<file path="src/rtl/srx_pkg.sv">
package srx_pkg;

  typedef enum logic [1:0] {
    FMT_I2S = 2'd0,
    FMT_LJ  = 2'd1,
    FMT_DSP = 2'd2
  } srx_fmt_e;

  // code 0 is the reset-time default of 24 bits
  function automatic int unsigned word_bits(input logic [1:0] code);
    case (code)
      2'd1:    return 16;
      2'd2:    return 20;
      2'd3:    return 32;
      default: return 24;
    endcase
  endfunction

endpackage

</file>
<file path="src/rtl/srx_sync.sv">
module srx_sync #(
  parameter int W      = 3,
  parameter int STAGES = 2
) (
  input  logic         clk_i,
  input  logic         rst_ni,
  input  logic [W-1:0] d_i,
  output logic [W-1:0] q_o
);

  logic [W-1:0] st_q [STAGES];

  always_ff @(posedge clk_i or negedge rst_ni) begin
    if (!rst_ni) begin
      for (int i = 0; i < STAGES; i++) st_q[i] <= '0;
    end else begin
      st_q[0] <= d_i;
      for (int i = 1; i < STAGES; i++) st_q[i] <= st_q[i-1];
    end
  end

  assign q_o = st_q[STAGES-1];

endmodule

</file>
<file path="src/rtl/srx_edge.sv">
module srx_edge (
  input  logic clk_i,
  input  logic rst_ni,
  input  logic lvl_i,
  input  logic fall_i,
  output logic ev_o
);

  logic prev_q;

  always_ff @(posedge clk_i or negedge rst_ni) begin
    if (!rst_ni) prev_q <= 1'b0;
    else         prev_q <= lvl_i;
  end

  assign ev_o = fall_i ? (prev_q & ~lvl_i) : (~prev_q & lvl_i);

endmodule

</file>
<file path="src/rtl/srx_deser.sv">
module srx_deser
  import srx_pkg::*;
#(
  parameter int WORD_W = 32,
  parameter int POS_W  = 7
) (
  input  logic              clk_i,
  input  logic              rst_ni,
  input  logic              ev_i,
  input  logic              fclk_i,
  input  logic              sd_i,
  input  logic [1:0]        fmt_i,
  input  logic [1:0]        wlen_i,
  input  logic              late_i,
  output logic [WORD_W-1:0] left_o,
  output logic [WORD_W-1:0] right_o,
  output logic              valid_o
);

  localparam int IDX_W = $clog2(WORD_W);
  localparam logic [POS_W-1:0] POS_MAX = '1;

  logic [2:0]        hist_q;
  logic [POS_W-1:0]  pos_q, pos_d, idx, n;
  logic              locked_q, lock_d, got_left_q;
  logic [WORD_W-1:0] sh_q, word_d, lbuf_q, zmask;
  logic [IDX_W-1:0]  bit_sel;
  logic              is_dsp, is_lj, f, fp, bound, second, rchan, cap, last;

  assign is_dsp = fmt_i[1];
  assign is_lj  = (fmt_i == FMT_LJ);
  assign n      = POS_W'(word_bits(wlen_i));
  assign zmask  = {WORD_W{1'b1}} >> n;

  // Pick the framing view: I2S and early DSP see the frame clock one edge late,
  // late DSP two edges late, so every format reduces to "MSB on the boundary edge".
  always_comb begin
    f  = hist_q[0];
    fp = hist_q[1];
    if (!is_dsp && is_lj) begin
      f  = fclk_i;
      fp = hist_q[0];
    end else if (is_dsp && late_i) begin
      f  = hist_q[1];
      fp = hist_q[2];
    end
  end

  always_comb begin
    bound   = is_dsp ? (f & ~fp) : (f ^ fp);
    pos_d   = bound ? '0 : ((pos_q == POS_MAX) ? pos_q : pos_q + 1'b1);
    second  = is_dsp & (pos_d >= n);
    idx     = second ? pos_d - n : pos_d;
    rchan   = is_dsp ? second : (is_lj ? ~f : f);
    lock_d  = locked_q | bound;
    cap     = lock_d & (idx < n);
    last    = cap & (idx == n - 1'b1);
    bit_sel = IDX_W'(WORD_W - 1) - idx[IDX_W-1:0];
    word_d  = (idx == '0) ? '0 : sh_q;
    word_d[bit_sel] = sd_i;
  end

  always_ff @(posedge clk_i or negedge rst_ni) begin
    if (!rst_ni) begin
      hist_q     <= '0;
      pos_q      <= POS_MAX;
      locked_q   <= 1'b0;
      got_left_q <= 1'b0;
      sh_q       <= '0;
      lbuf_q     <= '0;
      left_o     <= '0;
      right_o    <= '0;
      valid_o    <= 1'b0;
    end else begin
      valid_o <= 1'b0;
      if (ev_i) begin
        hist_q   <= {hist_q[1:0], fclk_i};
        pos_q    <= pos_d;
        locked_q <= lock_d;
        if (cap) sh_q <= word_d;
        if (last && !rchan) begin
          lbuf_q     <= word_d;
          got_left_q <= 1'b1;
        end
        if (last && rchan) begin
          got_left_q <= 1'b0;
          if (got_left_q) begin
            left_o  <= lbuf_q;
            right_o <= word_d;
            valid_o <= 1'b1;
          end
        end
      end
    end
  end

  a_r9_single_pulse: assert property (@(posedge clk_i) disable iff (!rst_ni)
    valid_o |=> !valid_o);

  a_r9_hold_between: assert property (@(posedge clk_i) disable iff (!rst_ni)
    !valid_o |-> ($stable(left_o) && $stable(right_o)));

  a_r7_edge_spaced: assert property (@(posedge clk_i) disable iff (!rst_ni)
    ev_i |=> !ev_i);

  a_r6_zero_fill: assert property (@(posedge clk_i) disable iff (!rst_ni)
    valid_o |-> (((left_o & zmask) == '0) && ((right_o & zmask) == '0)));

endmodule

</file>
<file path="src/rtl/srx_top.sv">
module srx_top
  import srx_pkg::*;
#(
  parameter int WORD_W      = 32,
  parameter int SYNC_STAGES = 2,
  parameter int POS_W       = 7
) (
  input  logic              clk_i,
  input  logic              rst_ni,
  input  logic              bclk_i,
  input  logic              fclk_i,
  input  logic              sdata_i,
  input  logic [1:0]        fmt_i,
  input  logic [1:0]        wlen_i,
  input  logic              fall_edge_i,
  input  logic              dsp_late_i,
  output logic [WORD_W-1:0] left_o,
  output logic [WORD_W-1:0] right_o,
  output logic              valid_o
);

  logic [2:0] raw, syn;
  logic       ev;

  assign raw = {sdata_i, fclk_i, bclk_i};

  srx_sync #(.W(3), .STAGES(SYNC_STAGES)) i_sync (
    .clk_i (clk_i),
    .rst_ni(rst_ni),
    .d_i   (raw),
    .q_o   (syn)
  );

  srx_edge i_edge (
    .clk_i (clk_i),
    .rst_ni(rst_ni),
    .lvl_i (syn[0]),
    .fall_i(fall_edge_i),
    .ev_o  (ev)
  );

  srx_deser #(.WORD_W(WORD_W), .POS_W(POS_W)) i_deser (
    .clk_i  (clk_i),
    .rst_ni (rst_ni),
    .ev_i   (ev),
    .fclk_i (syn[1]),
    .sd_i   (syn[2]),
    .fmt_i  (fmt_i),
    .wlen_i (wlen_i),
    .late_i (dsp_late_i),
    .left_o (left_o),
    .right_o(right_o),
    .valid_o(valid_o)
  );

endmodule

</file>
<file path="config.mk">
export PLATFORM = sky130hd
export DESIGN_NAME = srx_top
export DESIGN_NICKNAME = d
export VERILOG_FILES = /design/src/rtl/srx_pkg.sv /design/src/rtl/srx_sync.sv /design/src/rtl/srx_edge.sv /design/src/rtl/srx_deser.sv /design/src/rtl/srx_top.sv
export SDC_FILE = /design/constraint.sdc
export NUM_CORES = 1
export LEC_CHECK = 0
export BUFFER_PORTS_ARGS = -buffer_cell sky130_fd_sc_hd__buf_2
export CORE_MARGIN = 2
export CORE_UTILIZATION = 50
export CTS_CLUSTER_DIAMETER = 100
export DETAILED_ROUTE_END_ITERATION = 10
export GPL_TIMING_DRIVEN = 1
export HOLD_SLACK_MARGIN = 0.1
export PLACE_DENSITY_LB_ADDON = 0.25
export SYNTH_ARGS = -nofsm -noshare
export SYNTH_HDL_FRONTEND = slang
export SYNTH_SLANG_ARGS = --single-unit
export TNS_END_PERCENT = 30
</file>
<file path="constraint.sdc">
create_clock -name clk_i -period 7.9 [get_ports clk_i]
set_input_delay 1.185 -clock clk_i [delete_from_list [all_inputs] [get_ports clk_i]]
set_output_delay 1.185 -clock clk_i [all_outputs]
set_load 0.005 [all_outputs]
</file>
# Word level (Yosys, flattened, before mapping)
# Cells that the tools add are included.
[word_totals]
regBits = 148
out_inout_bits = 65
wordCells = 72
[classes]
n_addsub = 4
n_lt_le_gt_ge = 4
n_eq_ne = 6
mux = 21
n_bitwise = 12
n_reduce_logical = 13
[ops]
columns = ["op", "count"]
rows = [
  ["$bwmux 32", 1],
  ["$mux 32", 1],
  ["$mux 7", 3],
  ["$pmux 6 s3", 1],
  ["$mux 1", 14],
  ["$add 7x1->7 const B", 1],
  ["$eq 7x7->1", 1],
  ["$eq 7x7->1 const B", 1],
  ["$ge 7x6->1", 1],
  ["$logic_not 7->1", 1],
  ["$lt 7x6->1", 1],
  ["$sub 6x1->7 const B", 1],
  ["$sub 7x6->7", 1],
  ["$and 1x1->1", 6],
  ["$lt 5x6->1 const B", 1],
  ["$reduce_and 2->1", 3],
  ["$demux 1 s5", 1],
  ["$ge 5x1->1 const B", 1],
  ["$logic_and 1x1->1", 5],
  ["$sub 5x5->5 const A", 1],
  ["$eq 2x1->1 const B", 2],
  ["$eq 2x2->1 const B", 2],
  ["$not 1->1", 4],
  ["$reduce_and 3->1", 1],
  ["4 further kinds", 5],
]

# Longest topological paths before layout
[logic_depth]
depth_word = 16
depth_mapped = 32
mapped_depth_nobuf = 27

# Modules after synthesis
# From an unflattened synthesis, not the netlist that was laid out.
[unflattened]
hier_cells = 585
hier_area_um2 = 7165.6
[modules_own_cells]
columns = ["mod", "instances", "cells_each", "area_each_um2"]
rows = [
  ["srx_deser", 1, 572, 6945.4],
  ["srx_sync", 1, 9, 172.7],
  ["srx_edge", 1, 4, 47.5],
]

# Worst setup path after synthesis
# OpenSTA, ideal clock, no wires.
[synth_path]
path_kind = "in2reg"
start = "in fmt_i[1]"
end = "reg i_deser.lbuf_q[22]"
setup_time_ns = 0.132
arrival_time_ns = 7.146
path_slack_ns = 0.622
stages = 31
path_buffers = 5
path_cell_list = "buf_2 inv_1 nand2_1 o22ai_1 a31oi_1 ha_1 nor2b_1 nor2_1 clkbuf_1 nor2_1 inv_1 ha_1 o31ai_1 o211a_1 a211oi_4 buf_2 a21o_1 nor2_1 inv_1 ha_1 nor2b_1 o21a_1 o21a_1 a2111oi_4 o31ai_2 or4_4 or4_1 buf_2 buf_6 nand2_1 o21ai_1"
[synth_between]
elab_chain_cells = 16
word_cells_on_any_way = 37
cone_classes = "2 x add/sub; 4 x order compare; 2 x eq/ne; 13 x mux; 8 x bitwise; 8 x reduce/logical"
[synth_lines]
columns = ["element", "line", "source"]
rows = [
  ["from (decl)", "srx_top.sv:13", "input logic [1:0] fmt_i,"],
  ["$eq 2x1->1, or another cell as far along", "srx_deser.sv:31", "assign is_lj = (fmt_i == FMT_LJ);"],
  ["$logic_and 1x1->1 or $mux 1 (tied branches)", "srx_deser.sv:40, srx_deser.sv:43", ""],
  ["$mux 1", "srx_deser.sv:40", "if (!is_dsp && is_lj) begin"],
  ["$not 1->1", "srx_deser.sv:50", "bound = is_dsp ? (f & ~fp) : (f ^ fp);"],
  ["$and 1x1->1", "srx_deser.sv:50", ""],
  ["$mux 1", "srx_deser.sv:50", ""],
  ["$mux 7", "srx_deser.sv:51", "pos_d = bound ? '0 : ((pos_q == POS_MAX) ? pos_q : pos_q + 1'b1);"],
  ["$ge 7x6->1", "srx_deser.sv:52", "second = is_dsp & (pos_d >= n);"],
  ["$and 1x1->1", "srx_deser.sv:52", ""],
  ["$mux 7", "srx_deser.sv:53", "idx = second ? pos_d - n : pos_d;"],
  ["$sub 5x5->5", "srx_deser.sv:58", "bit_sel = IDX_W'(WORD_W - 1) - idx[IDX_W-1:0];"],
  ["$lt 5x6->1 (implied by the code) or $ge 5x1->1 (tied branches)", "srx_deser.sv:60", "word_d[bit_sel] = sd_i;"],
  ["$logic_and 1x1->1 (implied by the code)", "srx_deser.sv:60", ""],
  ["$mux 1 (implied by the code)", "srx_deser.sv:60", ""],
  ["$demux 1 s5", "--", ""],
  ["$bwmux 32", "srx_deser.sv:60", ""],
  ["to (signal assigned)", "srx_deser.sv:82", "lbuf_q <= word_d;"],
  ["to (decl)", "srx_deser.sv:26", "logic [WORD_W-1:0] sh_q, word_d, lbuf_q, zmask;"],
]
# Several ways; a longest one is shown, not always the timed one.
# A chain may end at the register's enable or synchronous reset.

# Worst setup path in the final report
[layout_path]
start = "in fmt_i[1]"
end = "reg i_deser.right_o[24]"
[layout_between]
elab_chain_cells = 16
word_cells_on_any_way = 36
cone_classes = "2 x add/sub; 4 x order compare; 2 x eq/ne; 13 x mux; 8 x bitwise; 7 x reduce/logical"
[layout_lines]
columns = ["element", "line", "source"]
rows = [
  ["$eq 2x1->1, or another cell as far along", "srx_deser.sv:31", ""],
  ["$logic_and 1x1->1 or $mux 1 (tied branches)", "srx_deser.sv:40, srx_deser.sv:43", ""],
  ["$mux 1", "srx_deser.sv:40", ""],
  ["$not 1->1", "srx_deser.sv:50", ""],
  ["$and 1x1->1", "srx_deser.sv:50", ""],
  ["$mux 1", "srx_deser.sv:50", ""],
  ["$mux 7", "srx_deser.sv:51", ""],
  ["$ge 7x6->1", "srx_deser.sv:52", ""],
  ["$and 1x1->1", "srx_deser.sv:52", ""],
  ["$mux 7", "srx_deser.sv:53", ""],
  ["$sub 5x5->5", "srx_deser.sv:58", ""],
  ["$lt 5x6->1 (implied by the code) or $ge 5x1->1 (tied branches)", "srx_deser.sv:60", ""],
  ["$logic_and 1x1->1 (implied by the code)", "srx_deser.sv:60", ""],
  ["$mux 1 (implied by the code)", "srx_deser.sv:60", ""],
  ["$demux 1 s5", "--", ""],
  ["$bwmux 32", "srx_deser.sv:60", ""],
  ["to (signal assigned)", "srx_deser.sv:89", "right_o <= word_d;"],
  ["to (decl)", "srx_deser.sv:16", "output logic [WORD_W-1:0] right_o,"],
]
# Several ways; a longest one is shown, not always the timed one.

==> impl_metrics.csv <==
group,metric,value,unit
run_status,status,"finished, final reports clean",
power_and_ir_drop,cellPowerDensity,254,nW/um^2
power_and_ir_drop,clockPowerShare,41.5,%
sta,clock-skew-final,0.00601,ns
synthesis,syn_inst,787,
layout,synthToLayoutAreaGrowth,17.4,%
global_route,grt_max_degree,76,
synthesis,seq_area_frac_synth,51.6,%
global_route,grt_pass1_vias,5774,
detailed_routing,vias_per_cell,5.74,
cts,cts.repair.resized,0,
layout,final_nets,882,
floorplanning,io_pins,76,
cts,cts_tree,"yes",
detailed_routing,ant_nets,0,
floorplanning,start_util,51.5,%
synthesis,synth_cell_types,70,
detailed_routing,num_vias,6051,
cts,holdBufCountCts,0,
layout,antennaDiodeCount,0,
cts,htree_levels,4,
layout,final_cells,1054,
sta,rsz0062_at_grt,"no",
sta,slew_viol_final,0,
sta,worst_slew_pin_slew,0.964,ns
cts,clk_path_buf_depth,2,
synthesis,avgSynthCellArea,9.15,um^2
synthesis,synth-seq-cells,148,
floorplanning,die_width,124,um
layout,final_util,60.4,%
sta,timing.setup.tns,0,ns
critical_path,criticalPathCategory,"primary input to register",
placement,gp_congestion,0.931,
cts,cts.sinks,148,
cts,cts-buffers-inserted,17,
critical_path,cpMaxStageDelayCell,"or4_2",
sta,max_freq,139,MHz
sta,hold_slack,0.350,ns
cts,worstSkewPairLatency,0.43,ns
synthesis,synth_edf_count,0,
sta,fin_crit_sh,91.3,%
global_route,track_usage,25.2,%
synthesis,yosysWarningCount,0,
power_and_ir_drop,internal_power,1.48,mW
placement,placed_area,7800,um^2
global_route,grt_pass1_wl,29.4,mm
power_and_ir_drop,power_leakage,3.99,nW
synthesis,syn-cell-area,7200,um^2
global_route,antenna_found_initial,0,
floorplanning,die_area,15400,um^2
critical_path,cp-end-kind,"register",
cts,clk_pin_slew,0.06,ns
cts,post_cts_buffers,0,
layout,design_area,8450,um^2
detailed_routing,initialDrtViolationCount,432,
sta,period_needed,7.22,ns
critical_path,crit_fanout,43,
placement,place_hpwl,12.6,mm
sta,finalHoldViolations,0,
power_and_ir_drop,combPwrFrac,18.9,%
cts,cts-root-buf,"clkbuf_16",
layout,final_layout_size_suffix_gt1_share,19.0,%
synthesis,synthArstFlopShare,100,%
power_and_ir_drop,switching_share,30.9,%
detailed_routing,wirelength,18.0,mm
detailed_routing,wl_per_cell,17.0,um
synthesis,syn-num-nets,808,
critical_path,startpoint_type,"primary input",
power_and_ir_drop,ir_drop,176,uV
sta,slew_headroom,35.0,%
power_and_ir_drop,p_sw,0.664,mW
layout,final_common_cell,"nand2_1",
floorplanning,fp.dieH,124,um
sta,setup_viol,0,
floorplanning,core.rowCount,43,
detailed_routing,dr.pass1.iters,5,
detailed_routing,drc,0,
critical_path,slowest_delay,0.61,ns
worst_hold_path,min_path_type,"register to register",
floorplanning,core_area,14000,um^2
placement,place_inst,1022,
synthesis,ys.flop_type,"dfrtp_1",
global_route,grt.overflow.total,0,
critical_path,arrival,7.51,ns
critical_path,crit_required,8.19,ns
placement,io_buffers,75,
layout,n_fill_cell,1205,
power_and_ir_drop,seqPwrFrac,39.6,%
layout,layout_common_cells,"187 x nand2_1, 141 x dfrtp_1, 74 x buf_2, 60 x o21ai_1, 49 x a21oi_1",
job,maxCapViolCount,0,
## metal layers
| layer | wire length (um) | share of wire, % | vias up | global-route usage (%) |
|---|---|---|---|---|
| met3 | 855 | 4.8 | 30 | 5.77 |
| met5 | 0 | 0 | - | 0 |
| li1 | - | - | 2903 | - |
| met2 | 8590 | 48 | 168 | 40.2 |
| met4 | 426 | 2.4 | 0 | 9.06 |
| met1 | 8090 | 45 | 2950 | 33.7 |
## flip-flops by register name (all words and copies together), names as in the netlist
name / cells
i_deser.got_left_q: 1
i_deser.hist_q: 3
i_deser.lbuf_q: 32
i_deser.left_o: 32
i_deser.locked_q: 1
i_deser.pos_q: 7
i_deser.right_o: 32
i_deser.sh_q: 32
i_deser.valid_o: 1
i_edge.prev_q: 1
i_sync.q_o: 3
i_sync.st_q: 3
## area by class of cell
class / count / area [um^2] / area share [%]
sequential: 148 / 3710 / 43.9
multi-input combinational: 554 / 3130 / 37.0
timing repair buffer: 97 / 572 / 6.77
clock buffer: 18 / 439 / 5.20
tap: 180 / 225 / 2.67
clock inverter: 14 / 213 / 2.52
inverter: 43 / 161 / 1.91
## synth_stat cells, drive strengths merged, types with 10 or more instances
| cell | count | share of area, % |
|---|---|---|
| o22ai | 30 | 2.6 |
| o21ai | 79 | 5.5 |
| nand2 | 187 | 9.7 |
| nor2 | 27 | 1.5 |
| buf | 27 | 2.1 |
| ha | 10 | 1.7 |
| a31oi | 11 | 0.96 |
| a21oi | 49 | 3.4 |
| inv | 43 | 2.2 |
| dfrtp | 141 | 49 |
| nand3 | 46 | 3.2 |
| mux2i | 11 | 1.5 |
| clkbuf | 15 | 0.80 |
## final timing paths
path                       slack, ns             start  cells after the start                   to
max                             0.68          fmt_i[1]                     28  i_deser.right_o[24]
min                             0.35    i_sync.st_q[3]                      0        i_sync.q_o[0]
max reg2reg                     1.48  i_deser.pos_q[0]                     25  i_deser.right_o[24]
min reg2reg                     0.35    i_sync.st_q[3]                      0        i_sync.q_o[0]
max in group asynchronous       5.72            rst_ni                      2  i_deser.right_o[28]
min in group asynchronous       0.78            rst_ni                      1    i_deser.left_o[3]
## power by group through the flow
stage | clock, mW | combinational [mW] | sequential, mW
floorplan | 0 | 0.287 | 0.849
global placement | 0 | 0.390 | 0.860
detailed placement | 0 | 0.399 | 0.863
CTS | 0.902 | 0.401 | 0.850
global route | 0.938 | 0.451 | 0.857
finish | 0.890 | 0.405 | 0.850
## cell families after synthesis
logic type	synth area share [%]
AND/OR/NAND/NOR	19.5
AO/OA/AOI/OAI	18.7
flip-flops	51.6
buffers and inverters	5.14
multiplexers	2.68
adder cells (fa/ha/maj)	1.74
XOR/XNOR	0.678
## stage by stage
step / setup slack (ns) / power, mW
2_1_floorplan: 0.622 / 1.14
5_1_grt: 0.211 / 2.25
6_report: 0.684 / 2.15
3_5_place_dp: 0.322 / 1.26
4_1_cts: 0.702 / 2.15
3_3_place_gp: 0.448 / 1.25
## worst max-delay path, delay by kind of cell
family | cells | cell delay (ns)
AOI/OAI and AO/OA | 11 | 2.18
adders and majority gates | 3 | 0.88
buffers and inverters | 5 | 0.79
and+or+nand+nor | 9 | 2.44
Note: power is estimated with default switching activity, not from simulation.
